===== config.mk =====
export PLATFORM = sky130hd
export DESIGN_NAME = gated_biquad
export DESIGN_NICKNAME = d
export VERILOG_FILES = /design/src/rtl/gated_biquad_pkg.sv /design/src/rtl/gated_biquad_slice.sv /design/src/rtl/gated_biquad_merge.sv /design/src/rtl/gated_biquad_recur.sv /design/src/rtl/gated_biquad.sv
export SDC_FILE = /design/constraint.sdc
export NUM_CORES = 2
export LEC_CHECK = 0
export BUFFER_PORTS_ARGS = -buffer_cell sky130_fd_sc_hd__buf_2
export CORE_ASPECT_RATIO = 0.6
export CORE_UTILIZATION = 31
export DETAILED_ROUTE_END_ITERATION = 10
export PLACE_DENSITY = 0.41
export SLEW_MARGIN = 10
export SYNTH_ARGS = -nofsm -noshare
export SYNTH_HDL_FRONTEND = slang
export SYNTH_SLANG_ARGS = --single-unit

===== constraint.sdc =====
create_clock -name clk -period 20.4 [get_ports clk]
set_input_delay 4.08 -clock clk [delete_from_list [all_inputs] [get_ports clk]]
set_output_delay 4.08 -clock clk [all_outputs]
set_load 0.05 [all_outputs]

===== src/rtl/gated_biquad_pkg.sv =====
package gated_biquad_pkg;
    // default geometry: Q1.15 samples, Q2.14 coefficients
    localparam int SAMPLE_W  = 16;
    localparam int COEF_W    = 16;
    localparam int COEF_FRAC = 14;
    localparam int GUARD_W   = 4;
endpackage


===== src/rtl/gated_biquad_slice.sv =====
// One input bit: two 1-bit delays, three gated coefficients, one local sum.
module gated_biquad_slice #(
    parameter int CW = 16
) (
    input  logic                 clk,
    input  logic                 rst,
    input  logic                 adv,
    input  logic                 bit_in,
    input  logic signed [CW-1:0] b0,
    input  logic signed [CW-1:0] b1,
    input  logic signed [CW-1:0] b2,
    output logic signed [CW+1:0] term
);
    localparam int TW = CW + 2;

    logic [1:0] tap_d, tap_q;   // [0] one step back, [1] two steps back
    logic signed [TW-1:0] g0, g1, g2;

    always_comb begin
        tap_d = tap_q;
        if (adv) begin
            tap_d = {tap_q[0], bit_in};
        end
        g0   = bit_in   ? {{2{b0[CW-1]}}, b0} : '0;
        g1   = tap_q[0] ? {{2{b1[CW-1]}}, b1} : '0;
        g2   = tap_q[1] ? {{2{b2[CW-1]}}, b2} : '0;
        term = g0 + g1 + g2;
    end

    always_ff @(posedge clk) begin
        if (rst) begin
            tap_q <= '0;
        end else begin
            tap_q <= tap_d;
        end
    end
endmodule


===== src/rtl/gated_biquad_merge.sv =====
// Binary-weighted merge of slice sums; the top slice is the sign and subtracts.
module gated_biquad_merge #(
    parameter int N  = 16,
    parameter int TW = 18,
    parameter int AW = 36
) (
    input  logic [N-1:0][TW-1:0] terms,
    output logic signed [AW-1:0] ff_sum
);
    logic signed [AW-1:0] ext;

    always_comb begin
        ff_sum = '0;
        ext    = '0;
        for (int k = 0; k < N; k++) begin
            ext = {{(AW-TW){terms[k][TW-1]}}, terms[k]};
            ext = ext <<< k;
            if (k == N - 1) begin
                ff_sum = ff_sum - ext;
            end else begin
                ff_sum = ff_sum + ext;
            end
        end
    end
endmodule


===== src/rtl/gated_biquad_recur.sv =====
// Pole terms, rounding to the sample width and saturation.
module gated_biquad_recur #(
    parameter int DW = 16,
    parameter int CW = 16,
    parameter int CF = 14,
    parameter int AW = 36
) (
    input  logic signed [AW-1:0] ff_sum,
    input  logic signed [CW-1:0] a1,
    input  logic signed [CW-1:0] a2,
    input  logic signed [DW-1:0] y1,
    input  logic signed [DW-1:0] y2,
    output logic signed [DW-1:0] y_next
);
    logic signed [AW-1:0] a1x, a2x, y1x, y2x, acc, half, scaled, max_v, min_v;

    always_comb begin
        a1x    = {{(AW-CW){a1[CW-1]}}, a1};
        a2x    = {{(AW-CW){a2[CW-1]}}, a2};
        y1x    = {{(AW-DW){y1[DW-1]}}, y1};
        y2x    = {{(AW-DW){y2[DW-1]}}, y2};
        acc    = ff_sum - a1x * y1x - a2x * y2x;
        half   = '0;
        half[CF-1] = 1'b1;
        scaled = (acc + half) >>> CF;
        max_v  = {{(AW-DW+1){1'b0}}, {(DW-1){1'b1}}};
        min_v  = ~max_v;
        if (scaled > max_v) begin
            y_next = max_v[DW-1:0];
        end else if (scaled < min_v) begin
            y_next = min_v[DW-1:0];
        end else begin
            y_next = scaled[DW-1:0];
        end
    end
endmodule


===== src/rtl/gated_biquad.sv =====
module gated_biquad
    import gated_biquad_pkg::*;
#(
    parameter int DW = SAMPLE_W,
    parameter int CW = COEF_W,
    parameter int CF = COEF_FRAC
) (
    input  logic                 clk,
    input  logic                 rst,
    input  logic                 in_valid,
    input  logic signed [DW-1:0] in_sample,
    input  logic signed [CW-1:0] coef_b0,
    input  logic signed [CW-1:0] coef_b1,
    input  logic signed [CW-1:0] coef_b2,
    input  logic signed [CW-1:0] coef_a1,
    input  logic signed [CW-1:0] coef_a2,
    output logic                 out_valid,
    output logic signed [DW-1:0] out_sample
);
    localparam int TW = CW + 2;
    localparam int AW = CW + DW + GUARD_W;

    typedef struct packed {
        logic                 vld;
        logic signed [DW-1:0] y1;
        logic signed [DW-1:0] y2;
    } fb_state_t;

    fb_state_t st_d, st_q;
    logic [DW-1:0][TW-1:0] slice_terms;
    logic signed [AW-1:0]  ff_sum;
    logic signed [DW-1:0]  y_next;

    for (genvar k = 0; k < DW; k++) begin : g_slice
        gated_biquad_slice #(.CW(CW)) u_slice (
            .clk    (clk),
            .rst    (rst),
            .adv    (in_valid),
            .bit_in (in_sample[k]),
            .b0     (coef_b0),
            .b1     (coef_b1),
            .b2     (coef_b2),
            .term   (slice_terms[k])
        );
    end

    gated_biquad_merge #(.N(DW), .TW(TW), .AW(AW)) u_merge (
        .terms  (slice_terms),
        .ff_sum (ff_sum)
    );

    gated_biquad_recur #(.DW(DW), .CW(CW), .CF(CF), .AW(AW)) u_recur (
        .ff_sum (ff_sum),
        .a1     (coef_a1),
        .a2     (coef_a2),
        .y1     (st_q.y1),
        .y2     (st_q.y2),
        .y_next (y_next)
    );

    always_comb begin
        st_d     = st_q;
        st_d.vld = in_valid;
        if (in_valid) begin
            st_d.y1 = y_next;
            st_d.y2 = st_q.y1;
        end
    end

    always_ff @(posedge clk) begin
        if (rst) begin
            st_q <= '0;
        end else begin
            st_q <= st_d;
        end
    end

    assign out_valid  = st_q.vld;
    assign out_sample = st_q.y1;
endmodule


==> flow_summary.json <==
{
  "drtIter0Drc": 3059,
  "synth_top_area_cell": "fa_1",
  "report.final.setup_viol": 0,
  "worstPathArrival_ns": 17.19,
  "skew_ns": 0.0328,
  "drive_gt1_share_pct": 3.61,
  "postCtsSetupBuffers": 0,
  "final_util_pct": 33.1,
  "cts.repair.resized": 0,
  "area_growth_pct": 5.55,
  "fin_crit_sh_pct": 82.8,
  "critical_path_class": "in -> reg",
  "hold_class": "reg -> reg",
  "holdPathStages": 2,
  "syn_area_um2": 53300,
  "crit_fanout": 16,
  "synthTopCellsByCount": "inv_1 (1537), fa_1 (1131), nand2_1 (1075)",
  "num_io_pins": 116,
  "ys_seq_area_share_pct": 2.44,
  "multiInputGateArea_um2": 45100,
  "grt_first_pass_wirelength_um": 278000,
  "async_flop_share_pct": 0,
  "syn_nets": 8165,
  "clk_path_buf_depth": 2,
  "final_max_slew_viol_count": 0,
  "reg2reg_depth": 40,
  "max_freq_mhz": 59.2,
  "worst_pin_slew_ns": 1.33,
  "drc_errors": 0,
  "chipWidth_um": 537,
  "die_area_um2": 174000,
  "drv_cap": 0,
  "cts_sinks": 65,
  "cts_tree": "built",
  "regArea_um2": 1300,
  "synth.most_common_cell": "inv_1",
  "r2r_end": "out_sample[0]$_SDFFE_PP0P_",
  "hpwlAfterDp_um": 149000,
  "firstDrtPassIters": 5,
  "endpoint_kind": "register",
  "syn_inst": 6421,
  "rows": 117,
  "synth_warnings": 0,
  "place_congestion": 0.857,
  "cts_hold_buf": 0,
  "crit_required_ns": 20.70,
  "h-tree-depth": 3,
  "root_buffer": "clkbuf_16",
  "cts_buffers": 9,
  "whs_endpoint": "st_q[11]$_SDFFE_PP0P_",
  "syn_area_per_cell_um2": 8.30,
  "reg2reg_setup_slack_ns": 6.42,
  "max_stage_delay_ns": 1.05,
  "dr_total_vias": 40993,
  "grt_usage_pct": 21.8,
  "initial_core_util_pct": 31.3,
  "clk-insertion-delay-late_ns": 0.45,
  "clk_pin_slew_ns": 0.08,
  "antenna_left": 0,
  "layout_min_cycle_time_ns": 16.90,
  "min_from": "st_q[11]$_SDFFE_PP0P_",
  "grt_pass1_vias": 41447,
  "synthTopCellsByArea": "fa_1 (42%), ha_1 (12%), inv_1 (11%)",
  "n_fill_cell": 18102,
  "grt_max_degree": 57,
  "synth_edf_count": 0,
  "ys_types": 83,
  "r2r-start": "st_q[15]$_SDFFE_PP0P_",
  "synthFlopType": "dfxtp_1",
  "io_buffers": 115,
  "routed_wl_um": 182000,
  "final_hold_viol_count": 0,
  "worst_path_max_delay_cell": "a211oi_1",
  "grt_antenna_before_repair": 9,
  "max_slew_margin_pct": 10.8,
  "cp-start-kind": "input pin",
  "rsz0062_at_grt": "false",
  "fin_setup_tns_ns": 0,
  "synth_top_area_share_pct": 42.5,
  "core_um2": 170000,
  "ys_seq_elements": 65,
  "fin_nets": 8052,
  "cpMostUsedCell": "fa_1",
  "die_h_um": 323,
  "grt-ovfl-total": 0,
  "viasPerCell": 4.78,
  "drt-wirelength-per-cell_um": 21.2,
  "outcome": "finished clean"
}
## cells in the final DEF (no fill, tap or decap), types with 10 or more instances in the layout
| master | synthesis | final |
|---|---|---|
| inv_1 | 1537 | 1537 |
| fa_1 | 1131 | 1131 |
| nand2_1 | 1075 | 1075 |
| ha_1 | 514 | 514 |
| and2_1 | 302 | 302 |
| a21oi_1 | 228 | 228 |
| xnor2_1 | 226 | 226 |
| nor2_1 | 196 | 196 |
| buf_2 | 1 | 114 |
| o21bai_1 | 91 | 91 |
| xor2_1 | 92 | 91 |
| o21ai_0 | 82 | 82 |
| a21o_1 | 74 | 74 |
| nand3_1 | 67 | 67 |
| dfxtp_1 | 65 | 65 |
| nor3_1 | 57 | 57 |
| buf_4 | 16 | 54 |
| mux2i_1 | 49 | 49 |
| nor2b_1 | 37 | 37 |
| nand2b_1 | 34 | 34 |
| a31oi_1 | 19 | 19 |
| o2111ai_1 | 18 | 18 |
| o41ai_1 | 14 | 14 |
| o21a_1 | 13 | 13 |
| a211oi_1 | 13 | 13 |
| or3_1 | 13 | 13 |
| o22ai_1 | 12 | 12 |
| and3_1 | 11 | 11 |
| o211ai_1 | 10 | 10 |
| or2_2 | 10 | 10 |
| nor2_2 | 10 | 10 |
## per-layer routing
layer | routed length (um) | vias to the layer above | global-route usage [%]
li1 | - | 18999 | -
met1 | 98900 | 20951 | 36.0
met2 | 70800 | 966 | 30.1
met3 | 10600 | 75 | 2.83
met4 | 1460 | 2 | 2.16
met5 | 9 | - | 0
## state kept, by name, indices dropped and copies added, names as in the netlist
| name | count |
|---|---|
| out_sample | 16 |
| st_q | 16 |
| out_valid | 1 |
| g_slice.u_slice.tap_q | 32 |
## layout make-up
| type | count | area share, % |
|---|---|---|
| Multi-Input combinational cell | 4525 | 80.1 |
| Inverter | 1539 | 10.3 |
| Clock inverter | 7 | 0.158 |
| Timing Repair Buffer | 168 | 1.73 |
| Antenna cell | 2 | 0.00890 |
| Clock buffer | 9 | 0.400 |
| Sequential cell | 65 | 2.31 |
| Tap cell | 2261 | 5.03 |
## worst max path at each step
stage                            from                    endpoint  slack (ns)  cells past startpoint
after floorplan            coef_a2[7]  out_sample[2]$_SDFFE_PP0P_        5.37                     43
after global placement     coef_a2[5]  out_sample[0]$_SDFFE_PP0P_        3.33                     40
after detailed placement  coef_a1[11]  out_sample[0]$_SDFFE_PP0P_        3.15                     40
after CTS                 coef_a1[11]  out_sample[0]$_SDFFE_PP0P_        3.64                     40
after global routing       coef_a2[7]  out_sample[0]$_SDFFE_PP0P_        2.98                     41
final                      coef_a2[5]  out_sample[0]$_SDFFE_PP0P_        3.50                     40
## worst max-delay path: cells and delay by family
| family | cells | cell delay (ns) |
|---|---|---|
| fa+ha+maj | 14 | 6.76 |
| buf+inv | 6 | 0.49 |
| simple gates | 9 | 1.76 |
| compound gates | 11 | 4.05 |
## metrics by stage
stage,cells,cell area [um2],hold WS (ns),setup WS (ns)
after CTS,8574,56300,0.504,3.64
after detailed placement,8558,55900,0.485,3.15
after global routing,8574,56300,0.516,2.98
after global placement,8558,55900,0.475,3.33
final,8576,56300,0.502,3.50
after floorplan,6421,53300,0.536,5.37
## cells by family (layout without fill, tap and decap cells)
group | after synthesis | in the layout | synth area share (%)
xor gates and xnor gates | 318 | 318 | 5.23
muxes | 50 | 50 | 0.941
and+or+nand+nor | 1841 | 1841 | 15.4
DFF | 65 | 65 | 2.44
adders and majority gates | 1645 | 1645 | 54.5
AOI/OAI and AO/OA | 671 | 671 | 8.38
other | 0 | 2 | 0
buffers and inverters | 1831 | 1723 | 13.0
Power is not shown: default switching activity piles up to over one toggle a cycle in this logic, so the estimate is an artifact.
